### src/rtl/smul_pkg.sv
package smul_pkg;

    typedef enum logic [1:0] {
        ST_IDLE = 2'd0,
        ST_RUN  = 2'd1,
        ST_FIN  = 2'd2
    } smul_state_e;

endpackage

### src/rtl/smul_ctrl.sv
module smul_ctrl
    import smul_pkg::*;
#(
    parameter int WIDTH = 8
) (
    input  logic                          clk,
    input  logic                          rst,
    input  logic                          start,
    output logic                          load,
    output logic                          step,
    output logic                          last,
    output logic [$clog2(WIDTH)-1:0]      bit_idx,
    output logic                          busy,
    output logic                          done
);

    localparam int CW = $clog2(WIDTH);
    localparam logic [CW-1:0] LAST_IDX = CW'(WIDTH - 1);

    smul_state_e state_q, state_d;
    logic [CW-1:0] cnt_q;

    // state register
    always_ff @(posedge clk) begin
        if (rst) state_q <= ST_IDLE;
        else     state_q <= state_d;
    end

    // next-state selection
    always_comb begin
        state_d = state_q;
        unique case (state_q)
            ST_IDLE: if (start) state_d = ST_RUN;                 // launch
            ST_RUN:  if (cnt_q == LAST_IDX) state_d = ST_FIN;     // complete / iterate
            ST_FIN:  state_d = start ? ST_RUN : ST_IDLE;          // relaunch / retire
            default: state_d = ST_IDLE;
        endcase
    end

    // bit counter
    always_ff @(posedge clk) begin
        if (rst)       cnt_q <= '0;
        else if (load) cnt_q <= '0;
        else if (step) cnt_q <= cnt_q + CW'(1);
    end

    // outputs decoded from state
    always_comb begin
        busy    = (state_q == ST_RUN);
        done    = (state_q == ST_FIN);
        load    = start && (state_q != ST_RUN);
        step    = (state_q == ST_RUN);
        last    = step && (cnt_q == LAST_IDX);
        bit_idx = cnt_q;
    end

    // completion flag lasts one cycle
    a_r7_done_pulse: assert property (@(posedge clk) disable iff (rst)
        done |=> !done);

    // a request during a run only lets the count advance
    a_r8_start_ignored: assert property (@(posedge clk) disable iff (rst)
        (busy && start && !last) |=> (busy && cnt_q == $past(cnt_q) + CW'(1)));

    // completion only follows the top-bit step
    a_r3_done_after_last: assert property (@(posedge clk) disable iff (rst)
        $rose(done) |-> $past(last));

endmodule

### src/rtl/smul_ppgen.sv
module smul_ppgen #(
    parameter int WIDTH = 8
) (
    input  logic [WIDTH-1:0]          mcand,
    input  logic                      mbit,
    input  logic [$clog2(WIDTH)-1:0]  shift,
    input  logic                      negate,
    output logic [2*WIDTH-1:0]        addend
);

    localparam int PW = 2 * WIDTH;

    logic [PW-1:0] widened;
    logic [PW-1:0] placed;

    always_comb begin
        widened = {{WIDTH{mcand[WIDTH-1]}}, mcand};
        placed  = mbit ? (widened << shift) : '0;
        addend  = negate ? (~placed + PW'(1)) : placed;
    end

endmodule

### src/rtl/smul_accum.sv
module smul_accum #(
    parameter int WIDTH = 8
) (
    input  logic                          clk,
    input  logic                          rst,
    input  logic                          load,
    input  logic                          step,
    input  logic                          last,
    input  logic [$clog2(WIDTH)-1:0]      bit_idx,
    input  logic [WIDTH-1:0]              a_in,
    input  logic [WIDTH-1:0]              b_in,
    output logic [2*WIDTH-1:0]            acc
);

    localparam int PW = 2 * WIDTH;

    logic [WIDTH-1:0] mcand_q;
    logic [WIDTH-1:0] mplier_q;
    logic [PW-1:0]    acc_q;
    logic [PW-1:0]    addend;

    smul_ppgen #(.WIDTH(WIDTH)) u_ppgen (
        .mcand  (mcand_q),
        .mbit   (mplier_q[bit_idx]),
        .shift  (bit_idx),
        .negate (last),
        .addend (addend)
    );

    always_ff @(posedge clk) begin
        if (rst) begin
            mcand_q  <= '0;
            mplier_q <= '0;
            acc_q    <= '0;
        end else if (load) begin
            mcand_q  <= a_in;
            mplier_q <= b_in;
            acc_q    <= '0;
        end else if (step) begin
            acc_q    <= acc_q + addend;
        end
    end

    assign acc = acc_q;

endmodule

### src/rtl/smul_seq.sv
module smul_seq #(
    parameter int WIDTH = 8
) (
    input  logic                 clk,
    input  logic                 rst,
    input  logic                 start,
    input  logic [WIDTH-1:0]     op_a,
    input  logic [WIDTH-1:0]     op_b,
    output logic                 busy,
    output logic                 done,
    output logic [2*WIDTH-1:0]   product
);

    localparam int CW = $clog2(WIDTH);

    logic          load, step, last;
    logic [CW-1:0] bit_idx;

    smul_ctrl #(.WIDTH(WIDTH)) u_ctrl (
        .clk     (clk),
        .rst     (rst),
        .start   (start),
        .load    (load),
        .step    (step),
        .last    (last),
        .bit_idx (bit_idx),
        .busy    (busy),
        .done    (done)
    );

    smul_accum #(.WIDTH(WIDTH)) u_accum (
        .clk     (clk),
        .rst     (rst),
        .load    (load),
        .step    (step),
        .last    (last),
        .bit_idx (bit_idx),
        .a_in    (op_a),
        .b_in    (op_b),
        .acc     (product)
    );

    // accepted request starts a run from a cleared accumulator
    a_r2_launch_clears: assert property (@(posedge clk) disable iff (rst)
        (start && !busy) |=> (busy && product == '0));

    // result held while nothing new is accepted
    a_r7_result_held: assert property (@(posedge clk) disable iff (rst)
        (!busy && !start) |=> $stable(product));

    // reset lands in idle with a zero result
    a_r9_reset_idle: assert property (@(posedge clk)
        rst |=> (!busy && !done && product == '0));

endmodule

### config.mk
export PLATFORM = sky130hd
export DESIGN_NAME = smul_seq
export DESIGN_NICKNAME = d
export VERILOG_FILES = /design/src/rtl/smul_pkg.sv /design/src/rtl/smul_ctrl.sv /design/src/rtl/smul_ppgen.sv /design/src/rtl/smul_accum.sv /design/src/rtl/smul_seq.sv
export SDC_FILE = /design/constraint.sdc
export NUM_CORES = 1
export LEC_CHECK = 0
export ABC_AREA = 1
export BUFFER_PORTS_ARGS = -buffer_cell sky130_fd_sc_hd__buf_2
export CAP_MARGIN = 10
export CORE_ASPECT_RATIO = 0.75
export CORE_MARGIN = 3
export CORE_UTILIZATION = 25
export DETAILED_ROUTE_END_ITERATION = 10
export PLACE_DENSITY = 0.41
export SYNTH_ARGS = -nofsm -noshare
export SYNTH_HDL_FRONTEND = slang
export SYNTH_SLANG_ARGS = --single-unit
### constraint.sdc
create_clock -name clk -period 3.6 [get_ports clk]
set_clock_uncertainty 0.1 [all_clocks]
set_input_delay 0.36 -clock clk [delete_from_list [all_inputs] [get_ports clk]]
set_output_delay 0.36 -clock clk [all_outputs]
set_load 0.005 [all_outputs]
# Word-level counts from Yosys, hierarchy flattened
# Index checks and enable logic that the tools add are counted.
[word_totals] ff_bits=37 input_bits=19 output_inout_bits=18 word_cells=30
[op_classes] add_sub_neg=3 order_cmp=1 eq_ne=6 n_shift=1 n_mux=8 bitwise_logic=1 n_reduce_logical=5
[ops] operator="$mux W16" n=2
[ops] operator="$add A16 B1 Y16 const B" n=1
[ops] operator="$add A16 B16 Y16" n=1
[ops] operator="$not A16 Y16" n=1
[ops] operator="$shl A16 B3 Y16" n=1
[ops] operator="$pmux W2 S3" n=1
[ops] operator="$lt A3 B4 Y1 const B" n=1
[ops] operator="$mux W2" n=2
[ops] operator="$ne A2 B1 Y1 const B" n=2
[ops] operator="$add A3 B1 Y3 const B" n=1
[ops] operator="$bmux W1 S3" n=1
[ops] operator="$eq A3 B3 Y1 const B" n=1
[ops] operator="$eq A2 B1 Y1 const B" n=1
[ops] operator="$eq A2 B2 Y1 const B" n=1
[ops] operator="$logic_and A1 B1 Y1" n=2
[ops] operator="$logic_not A2 Y1" n=1
[ops] operator="$mux W1" n=2
[ops] operator="$ne A2 B2 Y1 const B" n=1
[ops] operator="$reduce_and A2 Y1" n=1
[ops] operator="$reduce_or A2 Y1" n=1

# Logic depth before layout (Yosys ltp)
# Gate-level depths: netlist (run 1).
[depth] depth_word=7 depth_mapped=26 depth_no_buf=25

# Cells and area by module
# Synthesis (run 1) repeated with hierarchy kept, for this count alone.
[unflattened] cells_unflattened=547 area_unflattened_um2=3319.4
[modules_own_cells] mod="smul_accum" n_inst=1 cells_per_inst=351 area_per_inst_um2=2184.6 seq_area_each_um2=640.6
[modules_own_cells] mod="smul_ppgen" n_inst=1 cells_per_inst=158 area_per_inst_um2=868.3 seq_area_each_um2=0.0
[modules_own_cells] mod="smul_ctrl" n_inst=1 cells_per_inst=38 area_per_inst_um2=266.5 seq_area_each_um2=100.1

# Worst setup path before layout (run 1)
# Ideal clock, no wire load.
[synth_timing] path_type="register to register" start="register u_ctrl.cnt_q[1], in the netlist u_ctrl.bit_idx[1]" end="register u_accum.acc_q[12], in the netlist u_accum.acc[12]" setup_time_ns=0.115 arrival_ns=2.986 required_ns=3.385 slack_ns=0.399 stages_incl_launch_ff=20 n_path_buf=1 period_less_slack_ns=3.201 cell_sequence="dfxtp_1 -> ha_1 -> ha_1 -> inv_1 -> nor2_1 -> buf_2 -> inv_1 -> nor2_1 -> xnor2_1 -> fa_1 -> nand3_1 -> nand2_1 -> a21boi_0 -> nand3b_1 -> nand3_1 -> nand2_1 -> o21ai_0 -> xor2_1 -> o21ai_0 -> inv_1"
[synth_between] elab_chain_cells=7 word_cells_on_any_way=10 cone_classes="add/sub: 2; eq/ne: 1; shift: 1; mux: 4; bitwise: 1; reduce/logical: 1"
[synth_lines] item="start, declared" line_no="smul_ctrl.sv:21" source="logic [CW-1:0] cnt_q;"
[synth_lines] item="start signal, assigned" line_no="smul_ctrl.sv:44" source="else if (step) cnt_q <= cnt_q + CW'(1);"
[synth_lines] item="$bmux W1 S3" line_no="smul_accum.sv:24" source=".mbit (mplier_q[bit_idx]),"
[synth_lines] item="$mux W1 (not written as such)" line_no="smul_accum.sv:24"
[synth_lines] item="$mux W16" line_no="smul_ppgen.sv:18" source="placed = mbit ? (widened << shift) : '0;"
[synth_lines] item="$not A16 Y16" line_no="smul_ppgen.sv:19" source="addend = negate ? (~placed + PW'(1)) : placed;"
[synth_lines] item="$add A16 B1 Y16" line_no="smul_ppgen.sv:19"
[synth_lines] item="$mux W16 (*)" line_no="smul_ppgen.sv:19"
[synth_lines] item="$add A16 B16 Y16 (*)" line_no="smul_accum.sv:40" source="acc_q <= acc_q + addend;"
[synth_lines] item="end signal, assigned" line_no="smul_accum.sv:40"
[synth_lines] item="end, declared" line_no="smul_accum.sv:19" source="logic [PW-1:0] acc_q;"
# Every way passes the cells marked *; elsewhere a longest branch is shown, timed or not. The select of a mux whose other input is x is not followed.
# A chain may end at the register's enable or synchronous reset.

# Worst setup path after layout (run 1)
[layout_timing] start="register u_ctrl.cnt_q[0], in the netlist u_ctrl.bit_idx[0]" end="register u_accum.acc_q[15], in the netlist u_accum.acc[15]"
# Same word-level chain as after synthesis.

==> results of run 1 <==
## flip-flops by register name (all words and copies together) (netlist names)
signal,count
u_accum.mcand_q,8
u_accum.acc,16
u_ctrl.state_q,2
u_ctrl.bit_idx,3
u_accum.mplier_q,8
## layer usage
metal,vias to the layer above,routed length (um)
li1,1552,-
met1,1328,4510
met2,66,3040
met3,8,383
met4,0,78
met5,-,0
## through the flow
step	std cells	hold WS (ns)	setup WS, ns
6_report	632	0.183	0.272
2_1_floorplan	452	0.329	0.399
3_5_place_dp	623	0.367	0.0988
4_1_cts	630	0.175	0.0785
3_3_place_gp	623	0.360	0.199
5_1_grt	632	0.192	0.00460
## cell usage in the layout (no fill, tap or decap), drive strengths merged
cell type  Yosys  layout
clkinvlp       0       1
ha            19      19
o21ai         41      41
buf            6      47
xor2          16      16
fa             1       1
clkbuf         8       6
nand2        127     127
xnor2          9       9
o21a           1       1
o221ai         1       1
a21oi         32      32
nand3b         1       1
a31oi          1       1
nor2          60      60
dfxtp         37      37
a221oi         1       1
a21boi         1       1
inv           40      40
nand3         41      41
nor4           1       1
or2            2       2
nand4          5       5
a21o           1       1
## cell families after synthesis
family | Yosys count
xor+xnor | 25
flops | 37
compound gates | 79
buf+inv | 54
simple gates | 237
fa+ha+maj | 20
## where the power goes
part	total [uW]	switching (uW)	internal, uW
Clock	459	187	272
Sequential	456	20.2	436
Combinational	265	169	96.6
Total	1180	376	804
## what timing repair did
item	CTS	global route
setup endpoints to repair	0	4
buffers inserted	0	2
resized for setup	0	14
## area by class of cell
class	instances	area share
Clock buffer	6	0.0404
Timing Repair Buffer	47	0.0775
Clock inverter	1	0.00218
Multi-Input combinational cell	361	0.567
Inverter	40	0.0451
Tap cell	140	0.0509
Sequential cell	37	0.217
## final timing paths
path / endpoint / startpoint / slack [ns]
hold reg to reg: u_accum.mplier_q[2] / u_accum.mplier_q[2] / 0.37
hold / removal: u_ctrl.state_q[0] / rst / 0.18
setup / recovery: u_accum.acc[15] / u_ctrl.bit_idx[0] / 0.27
setup reg to reg: u_accum.acc[15] / u_ctrl.bit_idx[0] / 0.27
==> metrics.md, run 1 <==
| Metric | Value |
|---|---|
| Number of synthesized flops with an enable pin | 0 |
| Critical Path Most Common Cell | nand2_1 |
| Ports | 37 |
| Final Hold Viols | 0 |
| Synth cell count leaders | nand2_1, nor2_1, nand3_1 |
| R2R depth | 25 |
| Met3 usage | 0.0341 |
| Share of the synthesized area in the top cell type | 0.257 |
| Hold crit path type | in2reg |
| Inserted Diodes | 0 |
| Critical-path maximum fanout | 13 |
| Syn nets | a little under 500 |
| Cell count after synthesis | about 450 |
| Post-route ant nets | 0 |
| Async S/R FF share, synth | 0 |
| CP endpoint kind | register |
| Vias in the first global route | ~2700 |
| Top delay family on crit path | simple AND/OR/NAND/NOR gates |
| Cell Pwr Density | about 340 mW/mm^2 |
| Core footprint | 0.0111 sq mm |
| Dominant cell type by area after synthesis | dfxtp_1 |
| First-pass GRT wire length | approximately 14 mm |
| Gpl congestion | approximately 0.85 |
| CP max-delay cell | dfxtp_4 |
| Synth top area cells | dfxtp_1, nand2_1, ha_1 |
| WS Path Type | reg2reg |
| Largest family of logic cells by synthesized area | simple AND/OR/NAND/NOR gates |
| Sequential fraction of the synthesis area | 0.257 |
| Storage element area | 746 sq um |
| RSZ-0062 raised after global routing | no |
| Die Ht | approximately 99 um |
| Average wire per standard cell | roughly 13 um |
| LEAKAGE | between 0.0015 and 0.002 uW |
| CTS buffer count | 5 |
| Final core utilization | 0.310 |
| Busiest layer in global routing | met1 |
| Synth Area in Compound Gates | 0.149 |
| Maxcap violations | 0 |
| Crit path launch type | register |
| Initial Util | 0.260 |
| Pre-antenna DRT Iters | 4 |
| Fin Setup TNS | 0 ns |
| Share of layout cells above drive strength 1 | 0.169 |
| Initial antenna violation count | 0 |
| Worst slew margin | 0.533 |
| DR vias | around 3000 |
| Fin crit period | approximately 3.3 ns |
| Maximum buffer depth of the clock tree | 2 |
| Via density | 4.67 |
| Rows | 33 |
| Post-synthesis mux area share | 0 |
| Yosys warns | 0 |
| Gr usage total | 0.132 |
| Routed WL | between 8 and 9 mm |
| Worst-path clk slew | roughly 0.06 ns |
| Die W | roughly 130 um |
| H-tree lvl count | 2 |
| Adder-Cell Fraction of Synth Area | 0.0893 |
| Max Clk Rate | roughly 300 MHz |
| Worst-Margin Slew | about 0.7 ns |
| CP bufs+invs | 4 |
| Largest net degree at the start of global routing | 27 |
| Worst path max stage delay | 0.37 ns |
| Slew Viols, Final | 0 |
| Fin nets | between 500 and 600 |
| Port Buffers | 36 |
| Worst EP arrival | 3.46 ns |
| Simple-Gate Fraction of Synth Area | 0.351 |
| CTS root buf | clkbuf_16 |
| Final setup violation count | 0 |
| Met2 GRT Util | 0.177 |
| Req. time, crit path | approximately 3.7 ns |
| Yosys reg bits | 37 |
| Worst VDD drop | 0.149 mV |
| Status | complete, no violations |
| DRC errors left | 0 |
| Most numerous cell in the Yosys netlist | nand2_1 |
| Overflow after GRT | 0 |
| XOR/XNOR share of the synthesized area | 0.0759 |
| Critical Path Stages | 25 |
| Synth cell types | 35 |
| Footprint of the multi-input gates | 0.00195 sq mm |
| Total power | between 1000 and 1500 uW |
| CTS tree | yes |
| Met1 global-route usage | 0.206 |
| Primary FF master, synth | dfxtp_1 |
| Fin area | approximately 0.0034 sq mm |
| Fillcell total | around 1200 |
| Synthesized cell area | roughly 0.0029 sq mm |
| Initial DRC Count | between 150 and 200 |
| Num Clock Sinks | 37 |
| Die area | between 0.01 and 0.015 sq mm |
| P&R area growth vs syn | 19.2% |
| Worst-Skew Late Latency | just under 0.3 ns |
| Hold path depth | 2 |
| Synth Area per Inst | around 6.4 sq um |
| Post-DP HPWL | approximately 6.4 mm |
| CTS Hold Bufs | 0 |
| Area after DPL | ~0.0032 sq mm |
| Final period utilization | 0.924 |
No activity file was read; power rests on OpenSTA's default activity.
==> run 2: changes to the inputs <==
CELL_PAD_IN_SITES_DETAIL_PLACEMENT = 0   (was default)
CELL_PAD_IN_SITES_GLOBAL_PLACEMENT = 2   (was default)
PLACE_DENSITY = 0.66   (was 0.41)
==> metrics.md, run 2 (synthesis results as in run 1) <==
| Metric | Value |
|---|---|
| Switch share | 0.310 (-0.00811) |
| Setup slack after layout | 0.321 ns (+0.0486 ns) |
| Final core utilization | 0.321 (+0.0112) |
| Cell Pwr Density | 353 mW/mm^2 (+3.0%) |
| Clock Power Share | 0.418 (+0.029) |
| First-pass GRT wire length | 14.5 mm (+6.3%) |
| Core footprint | 0.0111 sq mm (unchanged) |
| Fin Setup TNS | 0 ns (unchanged) |
| DR vias | 2933 (-0.71%) |
| Inserted Diodes | 0 (unchanged) |
| Worst path max stage delay | 0.40 ns (+0.03 ns) |
| Worst-path clk slew | 0.06 ns (about the same) |
| Final period utilization | 0.911 (-0.0135) |
| CTS root buf | clkbuf_16 |
| Worst EP arrival | 3.41 ns (-0.05 ns) |
| H-tree lvl count | 2 (unchanged) |
| Average wire per standard cell | 13.1 um (+3.7%) |
| Ports | 37 (unchanged) |
| CTS buffer count | 5 (unchanged) |
| Most frequent cells in the layout | nand2_1, nor2_1, nand3_1 |
| Worst VDD drop | 0.154 mV (+3.2%) |
| Crit path launch type | register |
| RR Startpoint | u_ctrl.bit_idx[0] |
| Cell Chain, Critical Path | buf_6 > nand2_1 > nand2_1 > nand2_1 > nand3_1 > nand2_1 > buf_4 > o21ai_2 > nand2_1 > nand2_1 > nand2_1 > nor2_2 > xor2_2 > ha_1 > a21o_1 > a221oi_2 > nand2_1 > a21oi_2 > inv_1 > nand2_1 > nand3_1 > nand2_1 > inv_1 > nor2_1 |
| Final std cells w/o fill | 641 (+1.4%) |
| Die W | 130 um (unchanged) |
| Hold crit path type | in2reg |
| Max Clk Rate | 305 MHz (+1.5%) |
| Critical Path Most Common Cell | nand2_1 |
| P&R area growth vs syn | 23.5% |
| Vias in the first global route | 2880 (+7.3%) |
| Initial Util | 0.260 (unchanged) |
| Port Buffers | 36 (unchanged) |
| LEAKAGE | 0.00185 uW (+3.1%) |
| RSZ-0062 raised after global routing | no |
| Worst slew margin | 0.605 (+0.0721) |
| Most common cell after layout, fill and taps aside | nand2_1 |
| CP endpoint kind | register |
| Gpl congestion | 0.815 (-4.0%) |
| Seq pwr share | 0.362 (-0.024) |
| Maximum buffer depth of the clock tree | 2 (unchanged) |
| Fin nets | 539 (+1.5%) |
| Internal power | 868 uW (+8.0%) |
| WS Path Type | reg2reg |
| Maxcap violations | 0 (unchanged) |
| CTS tree | yes |
| Fin crit period | 3.28 ns (-0.0486 ns) |
| Fillcell total | 1240 (-0.56%) |
| Setup WS pre-CTS | 0.112 ns (+0.0131 ns) |
| Worst-Margin Slew | 0.591 ns (-0.108 ns) |
| Num Clock Sinks | 37 (unchanged) |
| Sw power | 391 uW (+4.0%) |
| Worst-Skew Late Latency | 0.29 ns (about the same) |
| Max reg flops | 16 (unchanged) |
| Share of layout cells above drive strength 1 | 0.206 (+0.0369) |
| Die Ht | 99.0 um (unchanged) |
| Req. time, crit path | 3.73 ns (about the same) |
| Final Hold Viols | 0 (unchanged) |
| Die area | 0.0129 sq mm (unchanged) |
| Top delay family on crit path | simple AND/OR/NAND/NOR gates |
| Critical-path maximum fanout | 9 (-4) |
| Routed WL | 8.42 mm (+5.1%) |
| CP bufs+invs | 4 (unchanged) |
| Pre-antenna DRT Iters | 4 (unchanged) |
| Gr usage total | 0.139 (+0.00727) |
| Largest net degree at the start of global routing | 27 (unchanged) |
| Critical Path Source | u_ctrl.bit_idx[0] |
| Worst Hold Launch | rst |
| Initial DRC Count | 160 (-7.0%) |
| Post-route ant nets | 0 (unchanged) |
| DRC errors left | 0 (unchanged) |
| Post-DP HPWL | 6.74 mm (+4.9%) |
| Slew Viols, Final | 0 (unchanged) |
| Status | complete, no violations |
| Placed cells | 630 (+1.1%) |
| Final setup violation count | 0 (unchanged) |
| Via density | 4.58 (-2.1%) |
| CTS Hold Bufs | 0 (unchanged) |
| Rows | 33 (unchanged) |
| Combinational power share | 0.220 (-0.005) |
| Overflow after GRT | 0 (unchanged) |
| CP max-delay cell | dfxtp_4 |
| Initial antenna violation count | 0 (unchanged) |
==> run 2: changes by cell type in the layout (fill, tap and decap cells not counted), sizes merged <==
cell and change:
clkbuf -1, inv +1, bufinv +1, clkinvlp -1, clkinv +1, buf +8
==> run 2: layout make-up <==
class                   instances  area [sq um]  area share
multi-input cells             361          1990       0.559
well taps                     140           175      0.0492
flip-flops and latches         37           746       0.209
inverters                      40           155      0.0436
clock buffers                   5           125      0.0351
repair buffers                 55           327      0.0917
clock inverters                 3          43.8      0.0123
==> run 2: timing repair <==
action,4_1_cts,5_1_grt
endpoints found under the setup margin,0,5
resized for setup,0,28
buffers inserted,0,3
==> run 2: worst reg2reg max path, delay by kind of cell (launching register included) <==
kind	cells	cell delay, ns
and+or+nand+nor	14	1.18
AOI/OAI and AO/OA	4	0.69
DFF	1	0.40
buffers and inverters	4	0.38
adders and majority gates	1	0.28
xor gates and xnor gates	1	0.21
==> run 2: final timing paths <==
path / end / cells after the start / slack [ns]
setup / recovery: u_accum.acc[15] / 24 / 0.32
hold / removal: u_ctrl.state_q[0] / 2 / 0.19
setup reg to reg: u_accum.acc[15] / 24 / 0.32
hold reg to reg: u_accum.mplier_q[2] / 2 / 0.37
==> run 2: power by group through the flow <==
stage          sequential [uW]  combinational [uW]  clock [uW]
6_report                   456                 277         526
5_1_grt                    460                 321         560
4_1_cts                    456                 265         548
3_5_place_dp               465                 264           0
3_3_place_gp               465                 266           0
2_1_floorplan              460                 189           0
==> run 2: metal layers <==
| layer | vias to the layer above | global-route usage | wire [um] |
|---|---|---|---|
| li1 | 1573 | - | - |
| met1 | 1311 | 0.219 | 4910 |
| met2 | 43 | 0.185 | 3110 |
| met3 | 6 | 0.0287 | 310 |
| met4 | 0 | 0.0431 | 91 |
| met5 | - | 0 | 0 |
==> run 2: metrics by stage <==
stage	area, sq um	hold slack (ns)	total power [uW]
after detailed placement	3290	0.357	729
after floorplan	2890	0.329	649
after global placement	3290	0.355	731
after global routing	3560	0.206	1340
after CTS	3450	0.182	1270
final	3560	0.192	1260
==> run 3: changes to the inputs <==
PLACE_DENSITY = 0.69   (was 0.66)
==> metrics.md, run 3 (synthesis results as in run 1) <==
| Metric | Value |
|---|---|
| Num Clock Sinks | 37 (unchanged) |
| Slew Viols, Final | 0 (unchanged) |
| Largest net degree at the start of global routing | 27 (unchanged) |
| Seq pwr share | 0.362 (about the same) |
| Final core utilization | 0.326 (+0.00575) |
| Die area | 0.0129 sq mm (unchanged) |
| Worst-Skew Late Latency | 0.29 ns (about the same) |
| Worst Hold Launch | rst |
| Fin crit period | 3.37 ns (+0.0916 ns) |
| Clock Power Share | 0.419 (about the same) |
| CTS tree | yes |
| FF-to-FF setup slack | 0.23 ns (-0.09 ns) |
| Req. time, crit path | 3.69 ns (-0.04 ns) |
| Pre-antenna DRT Iters | 4 (unchanged) |
| Share of layout cells above drive strength 1 | 0.212 (+0.00671) |
| Initial antenna violation count | 0 (unchanged) |
| Final setup violation count | 0 (unchanged) |
| Hold path depth | 2 (unchanged) |
| P&R area growth vs syn | 25.7% |
| Via density | 4.53 (-0.97%) |
| Worst VDD drop | 0.144 mV (-7.0%) |
| Setup slack after layout | 0.229 ns (-0.0916 ns) |
| Final period utilization | 0.936 (+0.0254) |
| Status | complete, no violations |
| Worst-path clk slew | 0.07 ns (about the same) |
| Worst EP arrival | 3.46 ns (+0.05 ns) |
| DR vias | 2918 (-0.51%) |
| Die Ht | 99.0 um (unchanged) |
| Core footprint | 0.0111 sq mm (unchanged) |
| Setup WS pre-CTS | 0.103 ns (-0.00910 ns) |
| Maxcap violations | 0 (unchanged) |
| Critical-path maximum fanout | 10 (+1) |
| CTS buffer count | 5 (unchanged) |
| Initial DRC Count | 134 (-16%) |
| Total power | 1260 uW (about the same) |
| R2r endpoint | u_accum.acc[14] |
| Worst slew margin | 0.583 (-0.0221) |
| Inserted Diodes | 0 (unchanged) |
| Combinational power share | 0.219 (about the same) |
| Routed WL | 8.16 mm (-3.1%) |
| Rows | 33 (unchanged) |
| Cell Pwr Density | 347 mW/mm^2 (-1.7%) |
| Max Clk Rate | 297 MHz (-2.7%) |
| Fin Setup TNS | 0 ns (unchanged) |
| RR Startpoint | u_ctrl.bit_idx[0] |
| Final Hold Viols | 0 (unchanged) |
| CP endpoint kind | register |
| Ports | 37 (unchanged) |
| CTS root buf | clkbuf_16 |
| CTS Hold Bufs | 0 (unchanged) |
| Maximum buffer depth of the clock tree | 2 (unchanged) |
| Crit path launch type | register |
| Average wire per standard cell | 12.7 um (-3.6%) |
| Internal power | 870 uW (+0.13%) |
| Max reg flops | 16 (unchanged) |
| Overflow after GRT | 0 (unchanged) |
| H-tree lvl count | 2 (unchanged) |
| Port Buffers | 36 (unchanged) |
| LEAKAGE | 0.00187 uW (+1.5%) |
| Post-route ant nets | 0 (unchanged) |
| First-pass GRT wire length | 13.5 mm (-6.9%) |
| Fin area | 0.00363 sq mm (+1.8%) |
| Most frequent cells in the layout | nand2_1, nor2_1, nand3_1 |
| Hold crit path type | in2reg |
| Die W | 130 um (unchanged) |
| Initial Util | 0.260 (unchanged) |
| Post-DP HPWL | 6.54 mm (-3.0%) |
| Gpl congestion | 0.845 (+3.6%) |
| Vias in the first global route | 2738 (-4.9%) |
| Area after DPL | 0.00332 sq mm (+0.91%) |
| WS Path Type | reg2reg |
| Sw power | 390 uW (-0.17%) |
| Most common cell after layout, fill and taps aside | nand2_1 |
| Gr usage total | 0.130 (-0.00876) |
| Switch share | 0.310 (-0.000646) |
| DRC errors left | 0 (unchanged) |
| Worst-Margin Slew | 0.624 ns (+0.0331 ns) |
| R2R depth | 20 (-17%) |
| Fin nets | 542 (+0.56%) |
| Worst Hold End | u_ctrl.state_q[0] |
## run 3: metrics by stage
stage	instances	hold WS, ns
after floorplan	452	0.329
after global placement	634	0.357
after detailed placement	634	0.364
after CTS	642	0.184
after global routing	644	0.192
final	644	0.188
## run 3: worst max-delay path: stages (launching register included)
cell     delay, ns
dfxtp_4       0.37
ha_1          0.22
ha_1          0.18
inv_1         0.06
nor2_1        0.06
buf_4         0.13
buf_4         0.17
nand2_1       0.10
nand2_1       0.10
a21oi_2       0.20
nand2_2       0.09
xnor2_2       0.22
ha_4          0.25
a21oi_1       0.22
o21ai_0       0.14
a21oi_1       0.13
o21ai_1       0.08
buf_4         0.15
xor2_1        0.14
o21ai_1       0.12
inv_1         0.05
## run 3: worst max-delay path by stage
stage | start | endpoint | depth (start not counted)
floorplan | u_ctrl.bit_idx[1] | u_accum.acc[12] | 19
global placement | u_ctrl.bit_idx[0] | u_accum.acc[15] | 23
detailed placement | u_ctrl.bit_idx[0] | u_accum.acc[15] | 23
CTS | u_ctrl.bit_idx[0] | u_accum.acc[15] | 24
global route | u_ctrl.bit_idx[0] | u_accum.acc[15] | 24
finish | u_ctrl.bit_idx[0] | u_accum.acc[14] | 20
## run 3: cell type report
cell class / count / area, sq um
fill: 1234 / 7480
sequential: 37 / 746
multi-input combinational: 361 / 2030
timing repair buffer: 58 / 349
inverter: 40 / 155
clock inverter: 3 / 46.3
clock buffer: 5 / 125
tap: 140 / 175
## run 3: repair_timing
action                                  4_1_cts  5_1_grt
endpoints found under the setup margin        0        4
buffers inserted                              0        2
gates resized for setup                       0       28
## run 3: power groups by stage
stage                     Sequential (uW)  Combinational [uW]  Clock (uW)
after floorplan                       460                 189           0
after global placement                465                 262           0
after detailed placement              465                 262           0
after CTS                             456                 263         543
after global routing                  460                 315         559
final                                 456                 276         528
## run 3: layer usage
| metal | up-vias | share of wire | global-route usage |
|---|---|---|---|
| met5 | - | 0 | 0 |
| met4 | 0 | 0.0081 | 0.0343 |
| met3 | 7 | 0.035 | 0.0303 |
| met2 | 40 | 0.38 | 0.171 |
| met1 | 1300 | 0.58 | 0.208 |
| li1 | 1571 | - | - |
